File: src/rtl/hcc_pkg.sv
package hcc_pkg;

   // Switching command of one inverter leg
   typedef enum logic [1:0] {
      LEG_OFF = 2'b00,
      LEG_HI  = 2'b01,
      LEG_LO  = 2'b10
   } leg_cmd_t;

endpackage

File: src/rtl/hcc_band.sv
// Scales the reference amplitude by the band fraction and halves it.
module hcc_band #(
   parameter int SW        = 12,
   parameter int FW        = 8,
   parameter int BAND_DFLT = 13,
   localparam int AW = SW - 1,
   localparam int PW = AW + FW,
   localparam int HW = SW - 2
) (
   input  logic [AW-1:0] amp,
   input  logic [FW-1:0] frac,
   output logic [HW-1:0] half
);

   logic [FW-1:0] frac_eff;
   logic [PW-1:0] prod;

   // a zero fraction field selects the built-in default band
   assign frac_eff = (frac == '0) ? FW'(BAND_DFLT) : frac;
   assign prod     = PW'(amp) * PW'(frac_eff);
   // drop the fraction bits and one more bit for the halving
   assign half     = prod[PW-1:FW+1];

endmodule

File: src/rtl/hcc_phase_dec.sv
// Hysteresis decision and switching counter for one phase.
module hcc_phase_dec
   import hcc_pkg::*;
#(
   parameter int SW = 12,
   parameter int CW = 16,
   localparam int EW = SW + 1,
   localparam int HW = SW - 2
) (
   input  logic          clk,
   input  logic          rst_n,
   input  logic          en,
   input  logic          smp,
   input  logic [SW-1:0] meas,
   input  logic [SW-1:0] setp,
   input  logic [HW-1:0] half,
   output leg_cmd_t      cmd,
   output logic [CW-1:0] cnt
);

   logic signed [EW-1:0] meas_s;
   logic signed [EW-1:0] setp_s;
   logic signed [EW-1:0] err;
   logic signed [EW-1:0] lim;
   leg_cmd_t             nxt;

   // offset binary to two's complement: invert the top bit, then sign-extend
   assign meas_s = {{2{~meas[SW-1]}}, meas[SW-2:0]};
   assign setp_s = {{2{~setp[SW-1]}}, setp[SW-2:0]};
   assign err    = setp_s - meas_s;
   assign lim    = $signed({3'b000, half});

   always_comb begin
      nxt = cmd;
      if (err > lim) begin
         nxt = LEG_HI;
      end else if (err < -lim) begin
         nxt = LEG_LO;
      end
   end

   always_ff @(posedge clk or negedge rst_n) begin
      if (!rst_n) begin
         cmd <= LEG_OFF;
         cnt <= '0;
      end else if (!en) begin
         cmd <= LEG_OFF;
      end else if (smp) begin
         cmd <= nxt;
         if (nxt != cmd) begin
            cnt <= cnt + CW'(1);
         end
      end
   end

endmodule

File: src/rtl/hcc_leg_dt.sv
// Dead-time sequencer and gate driver for one inverter leg.
module hcc_leg_dt
   import hcc_pkg::*;
#(
   parameter int DW       = 8,
   parameter bit GATE_REG = 1'b1
) (
   input  logic          clk,
   input  logic          rst_n,
   input  logic          en,
   input  leg_cmd_t      cmd,
   input  logic [DW-1:0] dead,
   output logic          hi,
   output logic          lo
);

   leg_cmd_t      tgt;
   logic [DW-1:0] wait_cnt;
   logic          armed;
   logic          hi_c;
   logic          lo_c;

   // A command change disarms the leg and loads the dead count.
   // The leg re-arms one cycle after the count reaches zero, so that
   // there are always dead+1 cycles with both switches off.
   always_ff @(posedge clk or negedge rst_n) begin
      if (!rst_n) begin
         tgt      <= LEG_OFF;
         wait_cnt <= '0;
         armed    <= 1'b0;
      end else if (!en) begin
         tgt      <= LEG_OFF;
         wait_cnt <= '0;
         armed    <= 1'b0;
      end else if (cmd != tgt) begin
         tgt      <= cmd;
         wait_cnt <= dead;
         armed    <= 1'b0;
      end else if (!armed) begin
         if (wait_cnt != '0) begin
            wait_cnt <= wait_cnt - DW'(1);
         end else begin
            armed <= 1'b1;
         end
      end
   end

   assign hi_c = armed && (tgt == LEG_HI);
   assign lo_c = armed && (tgt == LEG_LO);

   generate
      if (GATE_REG) begin : g_reg
         always_ff @(posedge clk or negedge rst_n) begin
            if (!rst_n) begin
               hi <= 1'b0;
               lo <= 1'b0;
            end else begin
               hi <= hi_c && en;
               lo <= lo_c && en;
            end
         end
      end else begin : g_comb
         assign hi = hi_c;
         assign lo = lo_c;
      end
   endgenerate

endmodule

File: src/rtl/hcc_ctrl.sv
// Three-phase (NPH-phase) hysteresis current controller top.
module hcc_ctrl
   import hcc_pkg::*;
#(
   parameter int NPH       = 3,
   parameter int SW        = 12,
   parameter int FW        = 8,
   parameter int DW        = 8,
   parameter int CW        = 16,
   parameter int BAND_DFLT = 13,
   parameter bit GATE_REG  = 1'b1,
   localparam int AW = SW - 1,
   localparam int HW = SW - 2
) (
   input  logic              clk,
   input  logic              rst_n,
   input  logic              i_en,
   input  logic              i_smp,
   input  logic [NPH*SW-1:0] i_meas,
   input  logic [NPH*SW-1:0] i_ref,
   input  logic [AW-1:0]     i_amp,
   input  logic [FW-1:0]     i_band,
   input  logic [DW-1:0]     i_dead,
   output logic [NPH-1:0]    o_hi,
   output logic [NPH-1:0]    o_lo,
   output logic [NPH*CW-1:0] o_swcnt
);

   // elaboration-time parameter checks
   if (NPH < 1) begin : g_bad_nph
      $error("hcc_ctrl: NPH must be at least 1");
   end
   if (SW < 4) begin : g_bad_sw
      $error("hcc_ctrl: SW must be at least 4");
   end
   if (FW < 1) begin : g_bad_fw
      $error("hcc_ctrl: FW must be at least 1");
   end
   if (DW < 1) begin : g_bad_dw
      $error("hcc_ctrl: DW must be at least 1");
   end
   if (CW < 2) begin : g_bad_cw
      $error("hcc_ctrl: CW must be at least 2");
   end
   if (BAND_DFLT < 1 || BAND_DFLT >= (1 << FW)) begin : g_bad_dflt
      $error("hcc_ctrl: BAND_DFLT must fit in FW bits and be nonzero");
   end

   logic [HW-1:0] half;

   hcc_band #(
      .SW        (SW),
      .FW        (FW),
      .BAND_DFLT (BAND_DFLT)
   ) u_band (
      .amp  (i_amp),
      .frac (i_band),
      .half (half)
   );

   generate
      for (genvar p = 0; p < NPH; p++) begin : g_ph
         leg_cmd_t cmd;

         hcc_phase_dec #(
            .SW (SW),
            .CW (CW)
         ) u_dec (
            .clk   (clk),
            .rst_n (rst_n),
            .en    (i_en),
            .smp   (i_smp),
            .meas  (i_meas[p*SW +: SW]),
            .setp  (i_ref[p*SW +: SW]),
            .half  (half),
            .cmd   (cmd),
            .cnt   (o_swcnt[p*CW +: CW])
         );

         hcc_leg_dt #(
            .DW       (DW),
            .GATE_REG (GATE_REG)
         ) u_dt (
            .clk   (clk),
            .rst_n (rst_n),
            .en    (i_en),
            .cmd   (cmd),
            .dead  (i_dead),
            .hi    (o_hi[p]),
            .lo    (o_lo[p])
         );
      end
   endgenerate

endmodule

File: config.mk
export PLATFORM = sky130hd
export DESIGN_NAME = hcc_ctrl
export DESIGN_NICKNAME = d
export VERILOG_FILES = /design/src/rtl/hcc_pkg.sv /design/src/rtl/hcc_band.sv /design/src/rtl/hcc_phase_dec.sv /design/src/rtl/hcc_leg_dt.sv /design/src/rtl/hcc_ctrl.sv
export SDC_FILE = /design/constraint.sdc
export NUM_CORES = 1
export LEC_CHECK = 0
export ABC_AREA = 1
export BUFFER_PORTS_ARGS = -buffer_cell sky130_fd_sc_hd__buf_4
export CAP_MARGIN = 20
export CORE_UTILIZATION = 66
export CTS_BUF_LIST = sky130_fd_sc_hd__clkbuf_2
export CTS_CLUSTER_SIZE = 25
export DETAILED_ROUTE_END_ITERATION = 6
export PLACE_DENSITY = 0.95
export RECOVER_POWER = 25
export SYNTH_ARGS = -nofsm -noshare
export SYNTH_HDL_FRONTEND = slang
export SYNTH_SLANG_ARGS = --single-unit
File: constraint.sdc
create_clock -name clk -period 4.15 [get_ports clk]
set_input_delay 0.2075 -clock clk [delete_from_list [all_inputs] [get_ports clk]]
set_output_delay 0.2075 -clock clk [all_outputs]
set_load 0.05 [all_outputs]
==> results.yml, run 1 <==
status:
  status: "stopped before the end"
  stop_stage: "global routing (5_1_grt)"
  tool.error: "[ERROR GRT-0232] Routing congestion too high. Check the congestion heatmap in the GUI."
global_route:
  grt_usage: 0.832
  overflow: 205
  grt_start_max_net_pins: 51
floorplan:
  io_pins: 157
  rows: 48
  die_x_um: 135
  initial_core_util: 0.675
  die_height_um: 135
clock_network:
  cts.path.max_buffers: 2
  cts_max_level: 3
  clock-sinks: 93
  cts_inserted_buffers: 9
  ctsRootBufferMaster: "clkbuf_2"
timing:
  worst-ep-kind: "register data pin"
  worstEndpointGrtRepair: "g_ph[1].u_dec.cnt[15]$_DFFE_PN0P_/D"
logic_synthesis:
  ys.flop_type: "dfrtp_1"
  synth-compound-area-share: 0.101
  syn_inst: 1637
  synth_fp_nets: 1929
  syn_area_per_cell_um2: 7.11
  synth_warnings: 0
  synth_seq_cells: 93
  netlist_area_um2: 11600
  yosysSeqAreaShare: 0.200
  synth-edff-count: 0
  synth_top_family_by_area: "simple AND/OR/NAND/NOR gates"
  synth_cell_types: 51
  async_flop_share: 1.00
  synthMuxAreaShare: 0.000860
  synth_adder_area_share: 0.239
  synth_xor_area_frac: 0.0654
  synthSimpleGateAreaFrac: 0.274
placement:
  pre_cts_slack_ns: -2.65
  place_congestion: 0.941
  io_buffers: 156
  placed_area_um2: 14000
  dpl.hpwl_um: 26400
-- metrics by stage --
step | std cells | util
after CTS | 2160 | 0.868
after detailed placement | 2111 | 0.814
after global placement | 2111 | 0.814
after floorplan | 1637 | -
-- timing repair --
item / CTS
gates cloned: 6
endpoints found under the hold margin: 82
gates resized for setup: 98
endpoints found under the setup margin: 54
hold buffers: 11
pin swaps: 83
buffers inserted: 16
-- logic make-up after synthesis --
| logic type | Yosys count |
|---|---|
| XOR/XNOR | 86 |
| flip-flops | 93 |
| buffers and inverters | 352 |
| AO/OA/AOI/OAI | 202 |
| AND/OR/NAND/NOR | 714 |
| multiplexers | 1 |
| adder cells (fa/ha/maj) | 189 |
-- cell usage after synthesis (19+ instances only) --
| cell | instances | share of area |
|---|---|---|
| nor2_1 | 104 | 0.034 |
| nand4_1 | 20 | 0.011 |
| o22ai_1 | 19 | 0.010 |
| xnor2_1 | 31 | 0.023 |
| dfrtp_1 | 93 | 0.20 |
| a21oi_1 | 84 | 0.036 |
| nand2_2 | 23 | 0.012 |
| nand2_1 | 371 | 0.12 |
| nand3_1 | 121 | 0.052 |
| o21ai_0 | 50 | 0.022 |
| ha_1 | 133 | 0.14 |
| fa_1 | 56 | 0.096 |
| xor2_1 | 54 | 0.041 |
| inv_1 | 319 | 0.10 |
| nor3_1 | 27 | 0.012 |
-- layer usage --
layer / overflow / GRT usage
met1: 4 / 0.816
met2: 117 / 0.976
met3: 7 / 0.704
met4: 77 / 0.877
met5: 0 / 0.364
==> inputs of run 2 (changes only) <==
- CORE_UTILIZATION: 66 -> 40
- CTS_BUF_LIST: sky130_fd_sc_hd__clkbuf_2 -> default
- CTS_CLUSTER_SIZE: 25 -> default
- PLACE_DENSITY: 0.95 -> default
- PLACE_DENSITY_LB_ADDON: default -> 0.15
==> results.yml, run 2 <==
critical_path:
  arrival_ns: 6.34
  crit_family: "adder cells"
  cp-end-kind: "flop"
  crit_path_max_incr_delay_ns: 0.53
  crit_fanout: 8
  critPathKind: "in -> reg"
  crit_required_ns: 4.44
  cp-start-kind: "input port"
  crit_buf_inv: 10
  slowest_stage: "fa_1"
status:
  violations: "capacitance limit, slew limit, setup timing"
  status: "complete, but fails checks"
logic_synthesis:
  synth_seq_cells: 93
  synth_common_cells: "nand2_1 (371), inv_1 (319), ha_1 (133)"
  synth_fp_nets: 1929
  netlist_area_um2: 11600
  yosys.area.top_type: "dfrtp_1"
  synth_top_area_share: 0.200
  synth_cell_types: 51
  async_flop_share: 1.00
  yosysSeqAreaShare: 0.200
  syn_inst: 1637
  synth_most_common_cell: "nand2_1"
  syn_area_per_cell_um2: 7.11
  ys_top_cells_by_area: "dfrtp_1 (20%), ha_1 (14%), nand2_1 (12%)"
  synth-edff-count: 0
  synth_warnings: 0
  ys.flop_type: "dfrtp_1"
floorplan:
  initial_core_util: 0.406
  io_pins: 157
  rows: 62
  die_area_um2: 29800
  die_height_um: 173
  core_um2: 28600
  die_x_um: 173
clock_network:
  ctsRootBufferMaster: "clkbuf_16"
  clock-sinks: 93
  cts_tree: "yes"
  cts_max_level: 3
  cts.path.max_buffers: 2
  cts_inserted_buffers: 9
  clkTransAtPathRegs_ns: 0.07
  clk_latency_ns: 0.35
route:
  met1_length_um: 14500
  first_pass_iters: 5
  drc: 0
  wl_met3_um: 1030
  drt-wirelength-per-cell_um: 13.3
  final_antenna_net_count: 0
  via_count: 11500
  top_layer: "met4"
  drtIter0Drc: 623
  routed_wirelength_um: 31000
  routed_via_density: 4.92
  wl_met2_um: 15200
final_layout:
  fillers: 2733
  final_common_cell: "nand2_1"
  seq_area_um2: 2330
  stdcell_area_um2: 15700
  regMostFlops: "g_ph.u_dec.cnt"
  mostFrequentLayoutCells: "nand2_1 (322), inv_1 (307), buf_4 (291)"
  top_regs: "g_ph.u_dec.cnt: 48 flops, g_ph.u_dt.wait_cnt: 24 flops"
  largest_reg_flops: 48
  finalNetCount: 2233
  syn_to_final_growth_pct: 35.0
  final_cells: 2330
  drive_above_1_share: 0.282
  antenna_cells: 0
  multiInputGateArea_um2: 8860
global_route:
  grt_start_max_net_pins: 59
  antenna_found_initial: 0
  grt_pass1_vias: 11400
  grt_usage: 0.212
  overflow: 0
  grt_pass1_wl_um: 53000
timing:
  fin_crit_sh: 1.46
  skew_ns: 0.0142
  fin_crit_ns: 6.05
  setup_ws_ns: -1.90
  worst_pin_slew_ns: 3.17
  hold_viol: 0
  holdWs_ns: 0.156
  drv_slew: 59
  fmax_mhz: 165
  slew_headroom: -1.11
  finalSetupViolCount: 54
  grt_setup_unrepaired: "true"
power:
  leakagePower_nw: 8.35
  powerDensity_nw_per_um2: 768
  ir_worst_vdd_v: 0.000675
placement:
  dpl.hpwl_um: 24400
  place_congestion: 0.872
  io_buffers: 156
  placed_area_um2: 14300
  placedCellCount: 2277
flow_run:
  cap_violations: 1
worst_hold_path:
  hold_path_class: "in -> reg"
[run 2: power breakdown]
part           switching (W)  internal [W]  leakage (nW)
logic                0.00533       0.00464          6.96
registers           0.000207       0.00109          1.25
clock network       0.000378      0.000414         0.135
total                0.00592       0.00615          8.35
[run 2: area by class of cell]
type / count / share of cell area
multi-input combinational: 1195 / 0.564
timing repair buffer: 317 / 0.161
tap: 384 / 0.0306
clock inverter: 6 / 0.00295
inverter: 325 / 0.0780
sequential: 93 / 0.148
clock buffer: 10 / 0.0146
[run 2: routing by layer]
metal	vias up	global-route usage
li1	5859	-
met1	5355	0.284
met2	210	0.372
met3	29	0.0191
met4	0	0.0365
met5	-	0
[run 2: logic make-up after synthesis]
group / synth area share
flops: 0.200
xor+xnor: 0.0654
compound gates: 0.101
mux: 0.000860
buf+inv: 0.119
simple gates: 0.274
fa+ha+maj: 0.239
[run 2: worst paths after layout]
kind	from	to	slack, ns	cells past startpoint
worst max-delay path	i_band[7]	g_ph[0].u_dec.cnt[10]	-1.90	38
worst min-delay path	i_dead[5]	g_ph[1].u_dt.wait_cnt[5]	0.16	3
worst max register to register	g_ph[2].u_dec.cmd[0]	g_ph[2].u_dt.wait_cnt[6]	1.96	8
worst min register to register	g_ph[0].u_dt.tgt[0]	g_ph[0].u_dt.lo	0.48	1
max in group asynchronous	rst_n	g_ph[1].u_dec.cnt[5]	0.87	3
min in group asynchronous	rst_n	g_ph[2].u_dec.cnt[13]	1.46	2
[run 2: worst reg2reg max path: cells and delay by family, from the launching register on]
| family | cells | cell delay [ns] |
|---|---|---|
| flops | 1 | 0.46 |
| compound gates | 1 | 0.11 |
| xor+xnor | 1 | 0.20 |
| buf+inv | 3 | 0.76 |
| simple gates | 3 | 0.54 |
[run 2: through the flow]
step           utilization  power (W)  setup TNS, ns  setup slack (ns)
5_1_grt              0.549     0.0133        -120.59             -2.27
2_1_floorplan            -    0.00658         -91.39             -1.81
6_report             0.549     0.0121        -100.11             -1.90
3_3_place_gp         0.500    0.00943        -128.89             -2.44
3_5_place_dp         0.500    0.00955        -131.44             -2.49
4_1_cts              0.534     0.0114         -99.14             -1.87
[run 2: repair_timing]
item                                   4_1_cts  5_1_grt
endpoints found under the hold margin       57        0
hold buffers                                 1        0
setup buffers                               20       10
gates cloned                                 4        2
pin swaps                                   52       49
setup endpoints to repair                   54       54
gates resized for setup                    108       68
Power figures use the tool's default switching activity.
==> inputs of run 3 (changes only) <==
- ABC_AREA: 1 -> default
==> results.yml, run 3 <==
status:
  status: "complete, but fails checks"
  violations: "capacitance limit, slew limit, setup timing"
final_layout:
  fin_util: 0.545
  fillers: 2592
  syn_to_final_growth_pct: 32.6
  finalNetCount: 1907
  top_regs: "g_ph.u_dec.cnt: 48 flops, g_ph.u_dt.wait_cnt: 24 flops"
  final_common_cell: "buf_4"
  mostFrequentLayoutCells: "buf_4 (307), inv_1 (142), ha_1 (123)"
  drive_above_1_share: 0.277
  antenna_cells: 0
  stdcell_area_um2: 14800
  regMostFlops: "g_ph.u_dec.cnt"
  largest_reg_flops: 48
logic_synthesis:
  synth_adder_area_share: 0.250
  synth_fp_nets: 1585
  synth_top_family_by_area: "adder cells"
  ys.flop_type: "dfrtp_1"
  synth_warnings: 0
  synth_common_cells: "inv_1 (145), ha_1 (133), dfrtp_1 (93), nand2_1 (93), nor2_1 (70)"
  synth_xor_area_frac: 0.0848
  async_flop_share: 1.00
  synth_top_area_share: 0.208
  yosysSeqAreaShare: 0.208
  netlist_area_um2: 11200
  syn_area_per_cell_um2: 8.64
  synth_seq_cells: 93
  synthSimpleGateAreaFrac: 0.218
  synth-compound-area-share: 0.160
  ys_top_cells_by_area: "dfrtp_1 (21%), ha_1 (15%), fa_1 (10%)"
  yosys.area.top_type: "dfrtp_1"
  syn_inst: 1293
  synth_most_common_cell: "inv_1"
  synth-edff-count: 0
  synthMuxAreaShare: 0.0142
  synth_cell_types: 77
flow_run:
  cap_violations: 1
route:
  via_count: 10300
  final_antenna_net_count: 0
  drt-wirelength-per-cell_um: 14.4
  drc: 0
  drtIter0Drc: 376
  routed_via_density: 5.16
  routed_wirelength_um: 28700
  first_pass_iters: 7
clock_network:
  cts_inserted_buffers: 9
  clkTransAtPathRegs_ns: 0.07
  clk_latency_ns: 0.34
  cts_tree: "yes"
  cts_max_level: 3
  ctsRootBufferMaster: "clkbuf_16"
  clock-sinks: 93
  cts.path.max_buffers: 2
power:
  ir_worst_vdd_v: 0.000596
  powerDensity_nw_per_um2: 845
  leakagePower_nw: 7.31
floorplan:
  die_x_um: 169
  die_area_um2: 28600
  io_pins: 157
  initial_core_util: 0.411
  die_height_um: 169
  rows: 60
  core_um2: 27200
critical_path:
  crit_family: "adder cells"
  crit_buf_inv: 5
  critPathKind: "in -> reg"
  slowest_stage: "or4_4"
  cp-start-kind: "input port"
  arrival_ns: 7.80
  cp-end-kind: "flop"
  crit_required_ns: 4.37
  ff2ff_setup_slack_ns: 1.87
  crit_fanout: 8
  cp_common_cell: "fa_1"
  crit_path_max_incr_delay_ns: 0.54
timing:
  fin_crit_ns: 7.58
  fin_crit_sh: 1.83
  slew_headroom: -0.0183
  tns_ns: -176.03
  grt_setup_unrepaired: "true"
  worst_pin_slew_ns: 1.53
  fmax_mhz: 132
  hold_viol: 0
  holdWs_ns: 0.140
  setup_ws_ns: -3.43
  skew_ns: 0.0101
  drv_slew: 62
  finalSetupViolCount: 54
placement:
  io_buffers: 156
  place_congestion: 0.831
  dpl.hpwl_um: 23200
  pre_cts_slack_ns: -4.02
  placed_area_um2: 14100
worst_hold_path:
  hold_path_class: "in -> reg"
global_route:
  grt_start_max_net_pins: 62
  grt_usage: 0.205
  grt_pass1_vias: 10200
  grt_pass1_wl_um: 48600
  antenna_found_initial: 0
  overflow: 0
[run 3: power breakdown]
group          internal [W]  leakage (nW)  switching, W
clock network      0.000544         0.159      0.000341
registers           0.00111          1.24      0.000219
logic               0.00495          5.91       0.00535
[run 3: cell type report]
cell class	count	area, um^2	area share
flip-flops and latches	93	2330	0.157
clock buffers	10	239	0.0161
inverters	148	556	0.0375
clock inverters	5	82.6	0.00557
repair buffers	343	2540	0.171
multi-input cells	1020	8610	0.581
well taps	372	465	0.0314
[run 3: worst register-to-register path, stage by stage, from the launching register on]
cell     delay (ns)
dfrtp_1        0.38
inv_1          0.08
ha_1           0.19
a31oi_1        0.38
nor4b_1        0.60
nand2_1        0.14
xor2_1         0.15
nand2_1        0.06
o211a_1        0.17
[run 3: stage by stage]
stage	power, W	std cells
final	0.0125	1991
after CTS	0.0120	1983
after global routing	0.0137	1991
after detailed placement	0.0107	1957
after floorplan	0.00742	1293
after global placement	0.0106	1957
[run 3: repair_timing]
| item | CTS | global route |
|---|---|---|
| setup buffers | 8 | 8 |
| hold buffers | 1 | 0 |
| gates cloned | 2 | 0 |
| pin swaps | 42 | 33 |
| hold endpoints to repair | 60 | 0 |
| endpoints found under the setup margin | 54 | 54 |
| gates resized for setup | 33 | 33 |
[run 3: path summary, 6_finish.rpt]
check	cells past startpoint	to	startpoint
max	35	g_ph[0].u_dec.cnt[1]	i_band[1]
min in group asynchronous	2	g_ph[1].u_dt.wait_cnt[4]	rst_n
max in group asynchronous	3	g_ph[1].u_dec.cnt[5]	rst_n
min reg2reg	1	g_ph[0].u_dec.cnt[15]	g_ph[0].u_dec.cnt[15]
min	2	g_ph[0].u_dt.wait_cnt[4]	i_dead[4]
max reg2reg	8	g_ph[2].u_dt.wait_cnt[7]	g_ph[2].u_dt.wait_cnt[0]
[run 3: kinds of logic after synthesis]
| group | after synthesis |
|---|---|
| compound gates | 255 |
| fa+ha+maj | 190 |
| buf+inv | 181 |
| mux | 15 |
| flops | 93 |
| xor+xnor | 106 |
| simple gates | 453 |
[run 3: per-layer routing]
metal,GRT usage,up-vias,wire [um]
li1,-,5143,-
met3,0.0135,20,808
met5,0,-,0
met2,0.355,175,13800
met4,0.0380,0,267
met1,0.284,4942,13800
==> inputs of run 4 (changes only) <==
- GPL_TIMING_DRIVEN: default -> 1
- TNS_END_PERCENT: default -> 5
==> results.yml, run 4 (synthesis gave the netlist of run 3 again) <==
status:
  status: "complete, but fails checks"
  violations: "capacitance limit, slew limit, setup timing"
worst_hold_path:
  hold_path_class: "in -> reg"
  hold_path_end: "g_ph[0].u_dt.wait_cnt[5]"
  holdCritStartpoint: "i_dead[5]"
  hold_depth: 2
power:
  ir_worst_vdd_v: 0.000617
  leakagePower_nw: 7.33
  powerDensity_nw_per_um2: 858
  total_power_w: 0.0127
critical_path:
  r2r-start: "g_ph[2].u_dt.wait_cnt[0]"
  crit_family: "adder cells"
  startpoint: "i_band[5]"
  slowest_stage: "fa_1"
  arrival_ns: 7.79
  cp-start-kind: "input port"
  r2r-end: "g_ph[2].u_dt.wait_cnt[7]"
  critPathKind: "in -> reg"
  crit_path_max_incr_delay_ns: 0.54
  cp_num_cells: 35
  cp_common_cell: "fa_1"
  crit_buf_inv: 5
  cp-end-kind: "flop"
  reg2regPathDepth: 8
  crit_required_ns: 4.38
  crit_fanout: 8
  ff2ff_setup_slack_ns: 1.91
route:
  drc: 0
  drt-wirelength-per-cell_um: 14.2
  drtIter0Drc: 522
  via_count: 10200
  routed_wirelength_um: 28300
  routed_via_density: 5.13
  first_pass_iters: 5
  final_antenna_net_count: 0
timing:
  skew_ns: 0.00773
  fin_crit_ns: 7.56
  setup_ws_ns: -3.41
  drv_slew: 23
  slew_headroom: -0.000844
  finalSetupViolCount: 54
  fin_crit_sh: 1.82
  hold_viol: 0
  worst_pin_slew_ns: 1.50
  fmax_mhz: 132
  grt_setup_unrepaired: "true"
floorplan:
  die_x_um: 169
  io_pins: 157
  die_area_um2: 28600
  rows: 60
  core_um2: 27200
  die_height_um: 169
  initial_core_util: 0.411
final_layout:
  drive_above_1_share: 0.280
  largest_reg_flops: 48
  syn_to_final_growth_pct: 32.1
  regMostFlops: "g_ph.u_dec.cnt"
  finalNetCount: 1904
  top_regs: "g_ph.u_dec.cnt: 48 flops, g_ph.u_dt.wait_cnt: 24 flops"
  final_common_cell: "buf_4"
  antenna_cells: 0
  fin_util: 0.543
  mostFrequentLayoutCells: "buf_4 (322), inv_1 (139), ha_1 (125)"
clock_network:
  clk_latency_ns: 0.34
  clock-sinks: 93
  cts_tree: "yes"
  cts_max_level: 3
  clkTransAtPathRegs_ns: 0.07
  cts.path.max_buffers: 2
  cts_inserted_buffers: 9
  ctsRootBufferMaster: "clkbuf_16"
placement:
  pre_cts_slack_ns: -4.11
  io_buffers: 156
  dpl.hpwl_um: 23200
  place_congestion: 0.867
flow_run:
  cap_violations: 1
global_route:
  grt_pass1_wl_um: 47500
  grt_usage: 0.201
  overflow: 0
  grt_pass1_vias: 10000
  grt_start_max_net_pins: 61
  antenna_found_initial: 0
==> run 4: changes by cell type in the layout (fill, tap and decap cells not counted), sizes merged <==
cell	change
or2	+1
buf	+12
clkinvlp	+1
clkinv	+2
clkbuf	-16
inv	-2
==> run 4: power breakdown <==
group / internal, W / switching, W / total [W]
registers: 0.00111 / 0.000227 / 0.00134
clock network: 0.000543 / 0.000342 / 0.000885
logic: 0.00510 / 0.00535 / 0.0105
==> run 4: worst max path at each step <==
stage                       endpoint  slack [ns]
2_1_floorplan  g_ph[0].u_dec.cnt[13]       -3.99
3_3_place_gp    g_ph[2].u_dec.cnt[3]       -3.97
3_5_place_dp    g_ph[2].u_dec.cnt[4]       -4.11
4_1_cts         g_ph[0].u_dec.cnt[1]       -3.37
5_1_grt         g_ph[0].u_dec.cnt[1]       -3.71
6_report        g_ph[0].u_dec.cnt[1]       -3.41
==> run 4: area by class of cell <==
class                   count  area, um^2
fillers                  2601       12400
multi-input cells        1021        8540
repair buffers            339        2560
flip-flops and latches     93        2330
inverters                 148         556
well taps                 372         465
clock buffers              10         239
clock inverters             6        86.3
==> run 4: worst register-to-register path: stages (launching register included) <==
cell	delay (ns)
dfrtp_1	0.38
inv_1	0.07
ha_1	0.19
a31oi_1	0.39
nor4b_1	0.56
nand2_1	0.13
xor2_1	0.16
nand2_1	0.07
o211a_1	0.17
==> run 4: routing by layer <==
metal,up-vias,track usage,share of wire
met2,175,0.345,0.47
met1,4857,0.280,0.49
met4,0,0.0384,0.0095
li1,5152,-,-
met3,24,0.0131,0.030
met5,-,0,0
==> run 4: stage by stage <==
step,TNS (ns),instance area (um^2),std cells,hold WS [ns]
after floorplan,-202.64,11300,1293,-0.0881
after global placement,-204.54,14000,1957,0.340
after detailed placement,-210.95,14000,1957,0.340
after CTS,-172.46,14600,1985,0.132
after global routing,-191.83,14800,1989,0.140
final,-174.64,14800,1989,0.140
==> run 4: timing repair <==
action,4_1_cts,5_1_grt
gates resized for setup,47,25
setup endpoints to repair,54,54
pin swaps,43,21
hold buffers,1,0
cloned,2,0
setup buffers,9,4
hold endpoints to repair,59,0
